File: config.mk
export PLATFORM = sky130hd
export DESIGN_NAME = phs_servo_det
export DESIGN_NICKNAME = d
export VERILOG_FILES = /design/src/rtl/phs_pkg.sv /design/src/rtl/phs_refdiv.sv /design/src/rtl/phs_sampler.sv /design/src/rtl/phs_window.sv /design/src/rtl/phs_servo_det.sv
export SDC_FILE = /design/constraint.sdc
export NUM_CORES = 1
export LEC_CHECK = 0
export BUFFER_PORTS_ARGS = -buffer_cell sky130_fd_sc_hd__buf_2
export CELL_PAD_IN_SITES_DETAIL_PLACEMENT = 0
export CELL_PAD_IN_SITES_GLOBAL_PLACEMENT = 1
export CORE_AREA = 2 2 86 88
export CTS_BUF_LIST = sky130_fd_sc_hd__clkbuf_16
export CTS_CLUSTER_DIAMETER = 200
export DETAILED_ROUTE_END_ITERATION = 10
export DIE_AREA = 0 0 88 90
export GPL_TIMING_DRIVEN = 0
export PLACE_DENSITY = 0.82
export SLEW_MARGIN = 25
export SYNTH_ARGS = -nofsm -noshare
export SYNTH_HDL_FRONTEND = slang
export SYNTH_HIERARCHICAL = 1
export SYNTH_SLANG_ARGS = --single-unit
export TNS_END_PERCENT = 20
File: constraint.sdc
create_clock -name clk -period 7.5 [get_ports clk]
set_clock_uncertainty 0.15 [all_clocks]
set_input_delay 0 -clock clk [delete_from_list [all_inputs] [get_ports clk]]
set_output_delay 0 -clock clk [all_outputs]
set_load 0.01 [all_outputs]
File: src/rtl/phs_pkg.sv
package phs_pkg;

    typedef enum logic [1:0] {
        RATIO_FULL  = 2'b00,
        RATIO_HALF  = 2'b01,
        RATIO_TENTH = 2'b10,
        RATIO_ALT   = 2'b11
    } ratio_e;

    typedef enum logic [1:0] {
        DIR_HOLD = 2'b00,
        DIR_UP   = 2'b01,
        DIR_DOWN = 2'b10
    } dir_e;

    // One captured level travelling down the strobe-clocked pipeline
    typedef struct packed {
        logic vld;
        logic level;
    } tap_t;

    function automatic int clamp_mag(input int v, input int lim);
        if (v > lim)  return lim;
        if (v < -lim) return -lim;
        return v;
    endfunction

    function automatic int clamp_range(input int v, input int lo, input int hi);
        if (v < lo) return lo;
        if (v > hi) return hi;
        return v;
    endfunction

    function automatic dir_e dir_of(input int v);
        if (v > 0) return DIR_UP;
        if (v < 0) return DIR_DOWN;
        return DIR_HOLD;
    endfunction

endpackage

File: src/rtl/phs_refdiv.sv
module phs_refdiv
    import phs_pkg::*;
#(
    parameter int DIV_MID = 2,
    parameter int DIV_LOW = 10
) (
    input  logic       clk,
    input  logic       rst,
    input  logic       osc_in,
    input  logic [1:0] ratio_sel,
    output logic       ref_o
);
    localparam int NDIV = 2;
    localparam int DCW  = (DIV_LOW > 2) ? $clog2(DIV_LOW) : 1;

    logic            osc_q;
    logic            rise;
    logic [NDIV-1:0] div_q;

    always_ff @(posedge clk) begin
        if (rst) osc_q <= 1'b0;
        else     osc_q <= osc_in;
    end

    assign rise = osc_in & ~osc_q;

    // One toggling divider per selectable ratio
    for (genvar g = 0; g < NDIV; g++) begin : g_div
        localparam int HALF = ((g == 0) ? DIV_MID : DIV_LOW) / 2;
        logic [DCW-1:0] cnt_q;
        logic           tgl_q;

        always_ff @(posedge clk) begin
            if (rst) begin
                cnt_q <= '0;
                tgl_q <= 1'b0;
            end else if (rise) begin
                if (cnt_q == DCW'(HALF - 1)) begin
                    cnt_q <= '0;
                    tgl_q <= ~tgl_q;
                end else begin
                    cnt_q <= cnt_q + 1'b1;
                end
            end
        end

        assign div_q[g] = tgl_q;
    end

    always_comb begin
        unique case (ratio_e'(ratio_sel))
            RATIO_FULL: ref_o = osc_q;
            RATIO_HALF: ref_o = div_q[0];
            default:    ref_o = div_q[1];
        endcase
    end

endmodule

File: src/rtl/phs_sampler.sv
module phs_sampler
    import phs_pkg::*;
#(
    parameter int SYNC_STAGES = 2
) (
    input  logic clk,
    input  logic rst,
    input  logic pps,
    input  logic ref_i,
    output tap_t tap_o
);
    localparam int DEPTH = SYNC_STAGES + 1;

    tap_t pipe [DEPTH];

    // Capture flop followed by resynchronising stages, all advanced by the strobe
    always_ff @(posedge clk) begin
        if (rst) begin
            for (int i = 0; i < DEPTH; i++) pipe[i] <= '0;
        end else if (pps) begin
            pipe[0] <= '{vld: 1'b1, level: ref_i};
            for (int i = 1; i < DEPTH; i++) pipe[i] <= pipe[i-1];
        end
    end

    assign tap_o = pipe[DEPTH-1];

endmodule

File: src/rtl/phs_window.sv
module phs_window
    import phs_pkg::*;
#(
    parameter int MIN_LOG2 = 2,
    parameter int MAX_LOG2 = 8,
    parameter int CORR_MAX = 16,
    parameter int WSEL_W   = 4,
    parameter int CORR_W   = 6
) (
    input  logic                     clk,
    input  logic                     rst,
    input  logic                     en,
    input  logic                     pps,
    input  tap_t                     tap_i,
    input  logic [WSEL_W-1:0]        win_sel,
    output logic signed [CORR_W-1:0] corr,
    output logic                     corr_vld,
    output logic [1:0]               corr_dir
);
    localparam int CNT_W = MAX_LOG2 + 1;

    logic [CNT_W-1:0]         pulses_q, ones_q, ones_nx, last_idx;
    logic                     take;
    int                       eff_log2, half_n, lim_v;
    logic signed [CORR_W-1:0] corr_q;
    dir_e                     dir_q;
    logic                     vld_q;

    always_comb begin
        eff_log2 = clamp_range(int'(win_sel), MIN_LOG2, MAX_LOG2);
        last_idx = CNT_W'((1 << eff_log2) - 1);
        half_n   = (1 << eff_log2) / 2;
        take     = pps && en && tap_i.vld;
        ones_nx  = ones_q + CNT_W'(tap_i.level);
        lim_v    = clamp_mag(int'(ones_nx) - half_n, CORR_MAX);
    end

    always_ff @(posedge clk) begin
        if (rst) begin
            pulses_q <= '0;
            ones_q   <= '0;
            corr_q   <= '0;
            dir_q    <= DIR_HOLD;
            vld_q    <= 1'b0;
        end else begin
            vld_q <= 1'b0;
            if (!en) begin
                corr_q <= '0;
                dir_q  <= DIR_HOLD;
            end else if (take) begin
                if (pulses_q == last_idx) begin
                    corr_q   <= CORR_W'(lim_v);
                    dir_q    <= dir_of(lim_v);
                    vld_q    <= 1'b1;
                    pulses_q <= '0;
                    ones_q   <= '0;
                end else begin
                    pulses_q <= pulses_q + 1'b1;
                    ones_q   <= ones_nx;
                end
            end
        end
    end

    assign corr     = corr_q;
    assign corr_vld = vld_q;
    assign corr_dir = dir_q;

endmodule

File: src/rtl/phs_servo_det.sv
module phs_servo_det
    import phs_pkg::*;
#(
    parameter  int MIN_LOG2    = 2,
    parameter  int MAX_LOG2    = 8,
    parameter  int CORR_MAX    = 16,
    parameter  int SYNC_STAGES = 2,
    parameter  int DIV_MID     = 2,
    parameter  int DIV_LOW     = 10,
    localparam int WSEL_W      = $clog2(MAX_LOG2 + 1),
    localparam int CORR_W      = $clog2(CORR_MAX + 1) + 1
) (
    input  logic                     clk,
    input  logic                     rst,
    input  logic                     en,
    input  logic                     pps_stb,
    input  logic                     osc_in,
    input  logic [1:0]               ratio_sel,
    input  logic [WSEL_W-1:0]        win_sel,
    output logic signed [CORR_W-1:0] corr,
    output logic                     corr_vld,
    output logic [1:0]               corr_dir
);
    logic ref_lvl;
    tap_t tap;

    phs_refdiv #(.DIV_MID(DIV_MID), .DIV_LOW(DIV_LOW)) u_div (
        .clk       (clk),
        .rst       (rst),
        .osc_in    (osc_in),
        .ratio_sel (ratio_sel),
        .ref_o     (ref_lvl)
    );

    phs_sampler #(.SYNC_STAGES(SYNC_STAGES)) u_smp (
        .clk   (clk),
        .rst   (rst),
        .pps   (pps_stb),
        .ref_i (ref_lvl),
        .tap_o (tap)
    );

    phs_window #(
        .MIN_LOG2 (MIN_LOG2),
        .MAX_LOG2 (MAX_LOG2),
        .CORR_MAX (CORR_MAX),
        .WSEL_W   (WSEL_W),
        .CORR_W   (CORR_W)
    ) u_win (
        .clk      (clk),
        .rst      (rst),
        .en       (en),
        .pps      (pps_stb),
        .tap_i    (tap),
        .win_sel  (win_sel),
        .corr     (corr),
        .corr_vld (corr_vld),
        .corr_dir (corr_dir)
    );

endmodule

==> results of run 1 <==
[kinds of logic (layout without fill, tap and decap cells)]
logic type                 Yosys count  after routing  share of synthesized area [%]
xor gates and xnor gates            38             38                          9.834
muxes                                1              1                         0.2958
buffers and inverters               44             75                          5.397
DFF                                 44             44                          27.80
and+or+nand+nor                    168            168                          26.36
adders and majority gates           33             33                          12.42
other                                2             18                         0.2219
AOI/OAI and AO/OA                   88             88                          17.67
[Yosys cell counts (all sizes together) (3+ instances only)]
library cell	instances	area share, %
a211oi	4	0.89
a21o	4	0.89
a21oi	33	4.9
and2	3	0.67
and3	7	1.3
and3b	5	1.3
buf	6	1.2
clkbuf	11	1.2
dfxtp	38	22
edfxtp	6	5.3
ha	32	12
inv	27	3.0
nand2	36	4.0
nand2b	9	1.9
nand3	22	3.3
nand4	6	1.1
nand4b	3	0.78
nor2	38	4.2
nor2b	6	1.1
nor3	4	0.74
nor4	6	1.1
o21ai	20	3.0
o41ai	3	1.2
or3	10	1.8
or4	3	0.67
xnor2	21	5.4
xor2	17	4.4
[per-layer routing]
layer | track usage (%) | vias up
met5 | 0 | -
met4 | 6.154 | 0
met3 | 2.479 | 9
met2 | 29.42 | 27
met1 | 25.11 | 1393
li1 | - | 1561
[power by group]
part | internal [mW] | total (mW) | leakage [nW] | switching [mW]
logic | 0.0548 | 0.131 | 1.15 | 0.0761
registers | 0.243 | 0.245 | 0.373 | 0.00235
clock network | 0.156 | 0.245 | 0.0814 | 0.0889
total | 0.454 | 0.621 | 1.60 | 0.167
[timing repair]
| item | CTS | global route |
|---|---|---|
| setup endpoints to repair | 0 | 0 |
| hold buffers | 5 | 0 |
| setup buffers | 0 | 0 |
| endpoints found under the hold margin | 11 | 0 |
[flip-flops by register name, indices dropped and copies added, names as in the netlist]
register,flops
u_div/g_div.cnt_q,8
u_div/g_div.tgl_q,2
u_div/osc_q,1
u_smp/pipe,6
u_win/corr,6
u_win/corr_dir,2
u_win/corr_vld,1
u_win/ones_q,9
u_win/pulses_q,9
[worst max-delay path, stage by stage (launching register included)]
cell and delay, ns:
edfxtp_1 0.35, buf_4 0.14, ha_1 0.20, ha_1 0.23
and3_1 0.23, nand3_1 0.15, xor2_1 0.17, ha_1 0.24
inv_1 0.05, ha_1 0.21, clkbuf_1 0.19, o211a_1 0.26
a211oi_1 0.54, o21a_1 0.21, a211o_1 0.10, a21oi_1 0.05
or2_2 0.29, ha_1 0.24, nand4b_1 0.18, nor2_1 0.10
nand2_1 0.06, nor4_1 0.19, nand4b_1 0.14, ha_1 0.36
nor2_1 0.16, nand3_1 0.09, o41ai_1 0.25, o21ai_0 0.12
[per-stage QoR]
| stage | total power [mW] | hold WS [ns] | instance area, um^2 |
|---|---|---|---|
| 3_3_place_gp | 0.3729 | 0.1276 | 3659 |
| 5_1_grt | 0.6555 | 0.03417 | 3876 |
| 2_1_floorplan | 0.3511 | -0.07839 | 3445 |
| 6_report | 0.6215 | 0.02412 | 3876 |
| 3_5_place_dp | 0.3734 | 0.1324 | 3659 |
| 4_1_cts | 0.6245 | 0.01785 | 3876 |
[worst max path at each step]
stage / cells past startpoint / slack [ns] / endpoint
finish: 27 / 1.72 / u_win/corr_dir[0]
global route: 27 / 1.16 / u_win/corr_dir[0]
CTS: 27 / 1.67 / u_win/corr_dir[0]
detailed placement: 27 / 1.71 / u_win/corr_dir[0]
global placement: 27 / 1.68 / u_win/corr_dir[0]
floorplan: 27 / 2.32 / u_win/corr_dir[0]
[area by class of cell]
cell class	count	area, um^2	share of cell area [%]
clock inverter	3	42.54	1.097
sequential	44	940.9	24.27
inverter	27	101.3	2.615
clock buffer	5	125.1	3.228
multi-input combinational	346	2321	59.88
timing repair buffer	23	140.1	3.615
buffer	17	81.33	2.098
tap	99	123.9	3.196
==> results by group, run 1 <==
Global routing
  – Largest net degree at the start of global routing: 15
  – All-Layer GR Usage: 18.35%
  – Global-route wire length before repair: 11.90 mm
  – Total grt overflow: 0
  – Vias in the first global route: 2755
  – Initial antenna violation count: 0

CTS
  – Worst-path clk slew: 0.06 ns
  – CTS tree: done
  – CTS Sinks: 44
  – CTS Buffer Depth: 2
  – Cts bufs inserted: 5
  – PostCTS Resize Cnt: 0
  – Htree depth: 2
  – Clock latency on the worst-skew pair: 0.29 ns
  – CTS Root Cell: clkbuf_16

Timing
  – Final Setup Violations: 0
  – Final Hold Viols: 0
  – Part of the cycle the worst path needs: 77.06%
  – Final slew viol count: 0
  – Setup TNS: 0 ns
  – Min cycle time layout: 5.779 ns
  – Fmax: 173.0 MHz
  – Min setup slack post-route: 1.721 ns
  – Max_slew headroom: 53.27%
  – RSZ-0062 raised after global routing: false
  – Worst slew pin tran: 0.6936 ns

Critical path
  – Startpoint Class: flop
  – Max FO, Critical Path: 8
  – Worst r2r path cells: 27
  – Crit path launch: u_smp/pipe[0][4]
  – Nature of the critical path endpoint: flop
  – Critical Path AT: 5.79 ns
  – CP Class: flop to flop
  – Reg-to-reg critical path endpoint: u_win/corr_dir[0]
  – Req. time, crit path: 7.51 ns
  – Register-to-register setup slack: 1.72 ns
  – Reg2reg start: u_smp/pipe[0][4]

Final layout
  – Layout cells sized above 1: 8.817%
  – Non-filler instance count after layout: 564
  – Post-route core utilization: 55.21%
  – Area added between synthesis and finish: 14.53%
  – Most frequent cells in the layout: dfxtp_1, nor2_1, nand2_1
  – Filler cells: 686
  – # diodes: 0
  – Nets: 508

Synthesis
  – Cell Area, Synth: 3384 um^2
  – Netlist cell types: 67
  – Syn Inst Count: 418
  – Post-synth ARST share: 0%
  – Number of flops mapped to enable cells by yosys: 6
  – Seq/Total Area, Yosys: 27.80%
  – Syn avg cell area: 8.097 um^2
  – Yosys reg bits: 44
  – Main synth FF type: dfxtp_1
  – Yosys warning total: 6

Power and ir drop
  – Maximum VDD drop: 0.1199 mV
  – Pwr dens: 160.3 nW/um^2
  – Leakage Power: 1.603 nW

Route
  – Iter 0 DRT Violations: 85
  – Drt first pass iters: 4
  – Via/cell ratio: 5.301
  – Met3 wire len: 192 um
  – WL met1: 3.483 mm
  – WL per Instance: 12.34 um
  – Total Wirelength: 6.962 mm
  – Met2 wire len: 3.189 mm
  – Via count: 2990
  – Max layer used: met4
  – Remaining antenna violation count: 0
  – Residual DRC: 0

Placement
  – DP HPWL: 5.409 mm
  – Number of port buffers: 18
  – GPL Wtd Cong: 0.8008
  – DP Cell Count: 551
  – Setup WS pre-CTS: 1.708 ns

Run
  – Max-cap violation count: 0

Run status
  – Run status: finished, final reports clean

Floorplan
  – Row count: 31
  – Core area: 7020 um^2
  – DIE WIDTH: 88 um
  – Starting density of the core: 48.21%
  – Io pins: 20
  – Die H: 90 um
  – Die Area: 7920 um^2

Min path
  – Hold EP: u_win/corr_dir[1]
  – HP Class: input port to flop
  – HP Start: en
  – Hold path cells: 3
Note: power is estimated with default switching activity, not from simulation.
==> run 2, diff against run 1 <==
- CORE_AREA: 2 2 86 88 -> 2 2 89 91
- DIE_AREA: 0 0 88 90 -> 0 0 91 93
- PLACE_DENSITY: 0.82 -> 0.78
- clock period: 7.5 -> 5.7 ns (I/O delays scaled with it)
==> results by group, run 2 (same netlist as run 1, synthesis figures left out) <==
CTS
  – Worst-path clk slew: 0.06 ns (about the same)
  – Clock latency on the worst-skew pair: 0.29 ns (about the same)
  – CTS Root Cell: clkbuf_16
  – Htree depth: 2 (unchanged)
  – CTS Sinks: 44 (unchanged)
  – CTS tree: done
  – CTS Buffer Depth: 2 (unchanged)
  – Cts bufs inserted: 5 (unchanged)

Power and ir drop
  – Switch Pwr: 228.7 uW (+37%)
  – Sequential Power Share: 38.8% (-0.7 points)
  – Maximum VDD drop: 0.1571 mV (+31%)
  – Switch share: 27.53% (+0.59 points)
  – Clock share of power: 39.5% (about the same)
  – Comb pwr share: 21.7% (+0.6 points)
  – Total Power: 830.9 uW (+34%)
  – Int Pwr: 602.2 uW (+33%)
  – Pwr dens: 210.9 nW/um^2 (+32%)
  – Leakage Power: 1.609 nW (+0.41%)

Final layout
  – Nets: 508 (unchanged)
  – Area added between synthesis and finish: 16.38%
  – Layout cells sized above 1: 10.54% (+1.7 points)
  – Most frequent cells in the layout: dfxtp_1, nor2_1, nand2_1
  – # diodes: 0 (unchanged)
  – Non-filler instance count after layout: 567 (+0.53%)
  – Largest regs: u_win/ones_q: 9 flops, u_win/pulses_q: 9 flops, u_div/g_div.cnt_q: 8 flops
  – Post-route core utilization: 52.33% (-2.9 points)

Run
  – Max-cap violation count: 0 (unchanged)

Global routing
  – Global-route wire length before repair: 12.36 mm (+3.9%)
  – All-Layer GR Usage: 17.52% (-0.83 points)
  – Vias in the first global route: 2872 (+4.2%)
  – Largest net degree at the start of global routing: 15 (unchanged)
  – Initial antenna violation count: 0 (unchanged)
  – Total grt overflow: 0 (unchanged)

Critical path
  – Buf/Inv on CP: 2 (-1)
  – Critical Path Most Common Cell: ha_1
  – CP peak stage delay: 0.36 ns (-0.18 ns)
  – Nature of the critical path endpoint: flop
  – Critical Path AT: 5.25 ns (-0.54 ns)
  – CP max-delay cell: edfxtp_1
  – Startpoint Class: flop
  – CP Class: flop to flop
  – Max FO, Critical Path: 8 (unchanged)
  – CP top delay family: simple AND/OR/NAND/NOR gates
  – Req. time, crit path: 5.72 ns (-1.79 ns)

Route
  – Residual DRC: 0 (unchanged)
  – Total Wirelength: 7.011 mm (+0.70%)
  – Drt first pass iters: 5 (+1)
  – WL per Instance: 12.37 um (+0.17%)
  – Remaining antenna violation count: 0 (unchanged)
  – Via/cell ratio: 5.203 (-1.9%)
  – Iter 0 DRT Violations: 82 (-3.5%)
  – Via count: 2950 (-1.3%)

Timing
  – Fmax: 191.1 MHz (+10%)
  – Part of the cycle the worst path needs: 91.79% (+15 points)
  – RSZ-0062 raised after global routing: false
  – Hold Slack: 0.01143 ns (-0.01269 ns)
  – Min cycle time layout: 5.232 ns (-0.5472 ns)
  – Final Hold Viols: 0 (unchanged)
  – Min setup slack post-route: 0.4678 ns (-1.253 ns)
  – Max_slew headroom: 54.20% (+0.92 points)
  – Worst slew pin tran: 0.6829 ns (-0.01063 ns)
  – Final Setup Violations: 0 (unchanged)
  – Final slew viol count: 0 (unchanged)

Placement
  – GPL Wtd Cong: 0.8009 (about the same)
  – DP Cell Count: 554 (+0.54%)
  – DP HPWL: 5.401 mm (-0.16%)
  – Number of port buffers: 18 (unchanged)
  – Setup WS pre-CTS: -0.04289 ns (-1.750 ns)

Floorplan
  – Starting density of the core: 44.96% (-3.2 points)
  – Core area: 7527 um^2 (+7.2%)
  – Io pins: 20 (unchanged)
  – DIE WIDTH: 91 um (+3.4%)
  – Row count: 32 (+3.2%)
  – Die H: 93 um (+3.3%)
  – Die Area: 8463 um^2 (+6.9%)

Run status
  – Run status: finished, final reports clean

Min path
  – HP Class: input port to flop
==> run 2: timing repair <==
item,CTS,global route
buffers inserted,0,1
endpoints found under the hold margin,11,0
pin swaps,0,2
endpoints found under the setup margin,1,6
hold buffers,6,0
resized for setup,1,7
==> run 2: power groups by stage <==
stage	clock (mW)	combinational, mW	sequential [mW]
2_1_floorplan	0	0.133	0.329
3_3_place_gp	0	0.162	0.329
3_5_place_dp	0	0.162	0.329
4_1_cts	0.337	0.167	0.323
5_1_grt	0.345	0.205	0.323
6_report	0.328	0.180	0.323
==> run 2: stage by stage <==
stage               area [um^2]   TNS, ns
floorplan                  3445         0
global placement           3662  -0.02584
detailed placement         3662  -0.04289
CTS                        3895         0
global route               3939         0
finish                     3939         0
==> run 2: area by class of cell <==
class / count / area [um^2]
tap: 102 / 127.6
buffer: 15 / 73.82
clock inverter: 3 / 42.54
multi-input combinational: 346 / 2370
fill: 794 / 3588
inverter: 27 / 101.3
timing repair buffer: 25 / 157.7
clock buffer: 5 / 125.1
sequential: 44 / 940.9
==> run 2: tightest hold or removal path: stages <==
cell and delay [ns]:
buf_2 0.13, nand2b_1 0.17, o41ai_2 0.10
==> run 2: path summary, 6_finish.rpt <==
check | from | slack [ns] | end | depth (start not counted)
setup / recovery | u_smp/pipe[0][4] | 0.47 | u_win/corr_dir[0] | 26
hold / removal | en | 0.01 | u_win/corr_dir[1] | 3
setup reg to reg | u_smp/pipe[0][4] | 0.47 | u_win/corr_dir[0] | 26
hold reg to reg | u_win/ones_q[0] | 0.31 | u_win/ones_q[0] | 2
==> run 2: routing by layer <==
layer	global-route usage [%]	up-vias	routed length, um
li1	-	1559	-
met4	5.808	0	75
met5	0	-	0
met2	30.62	31	3365
met1	21.72	1354	3357
met3	3.384	6	212
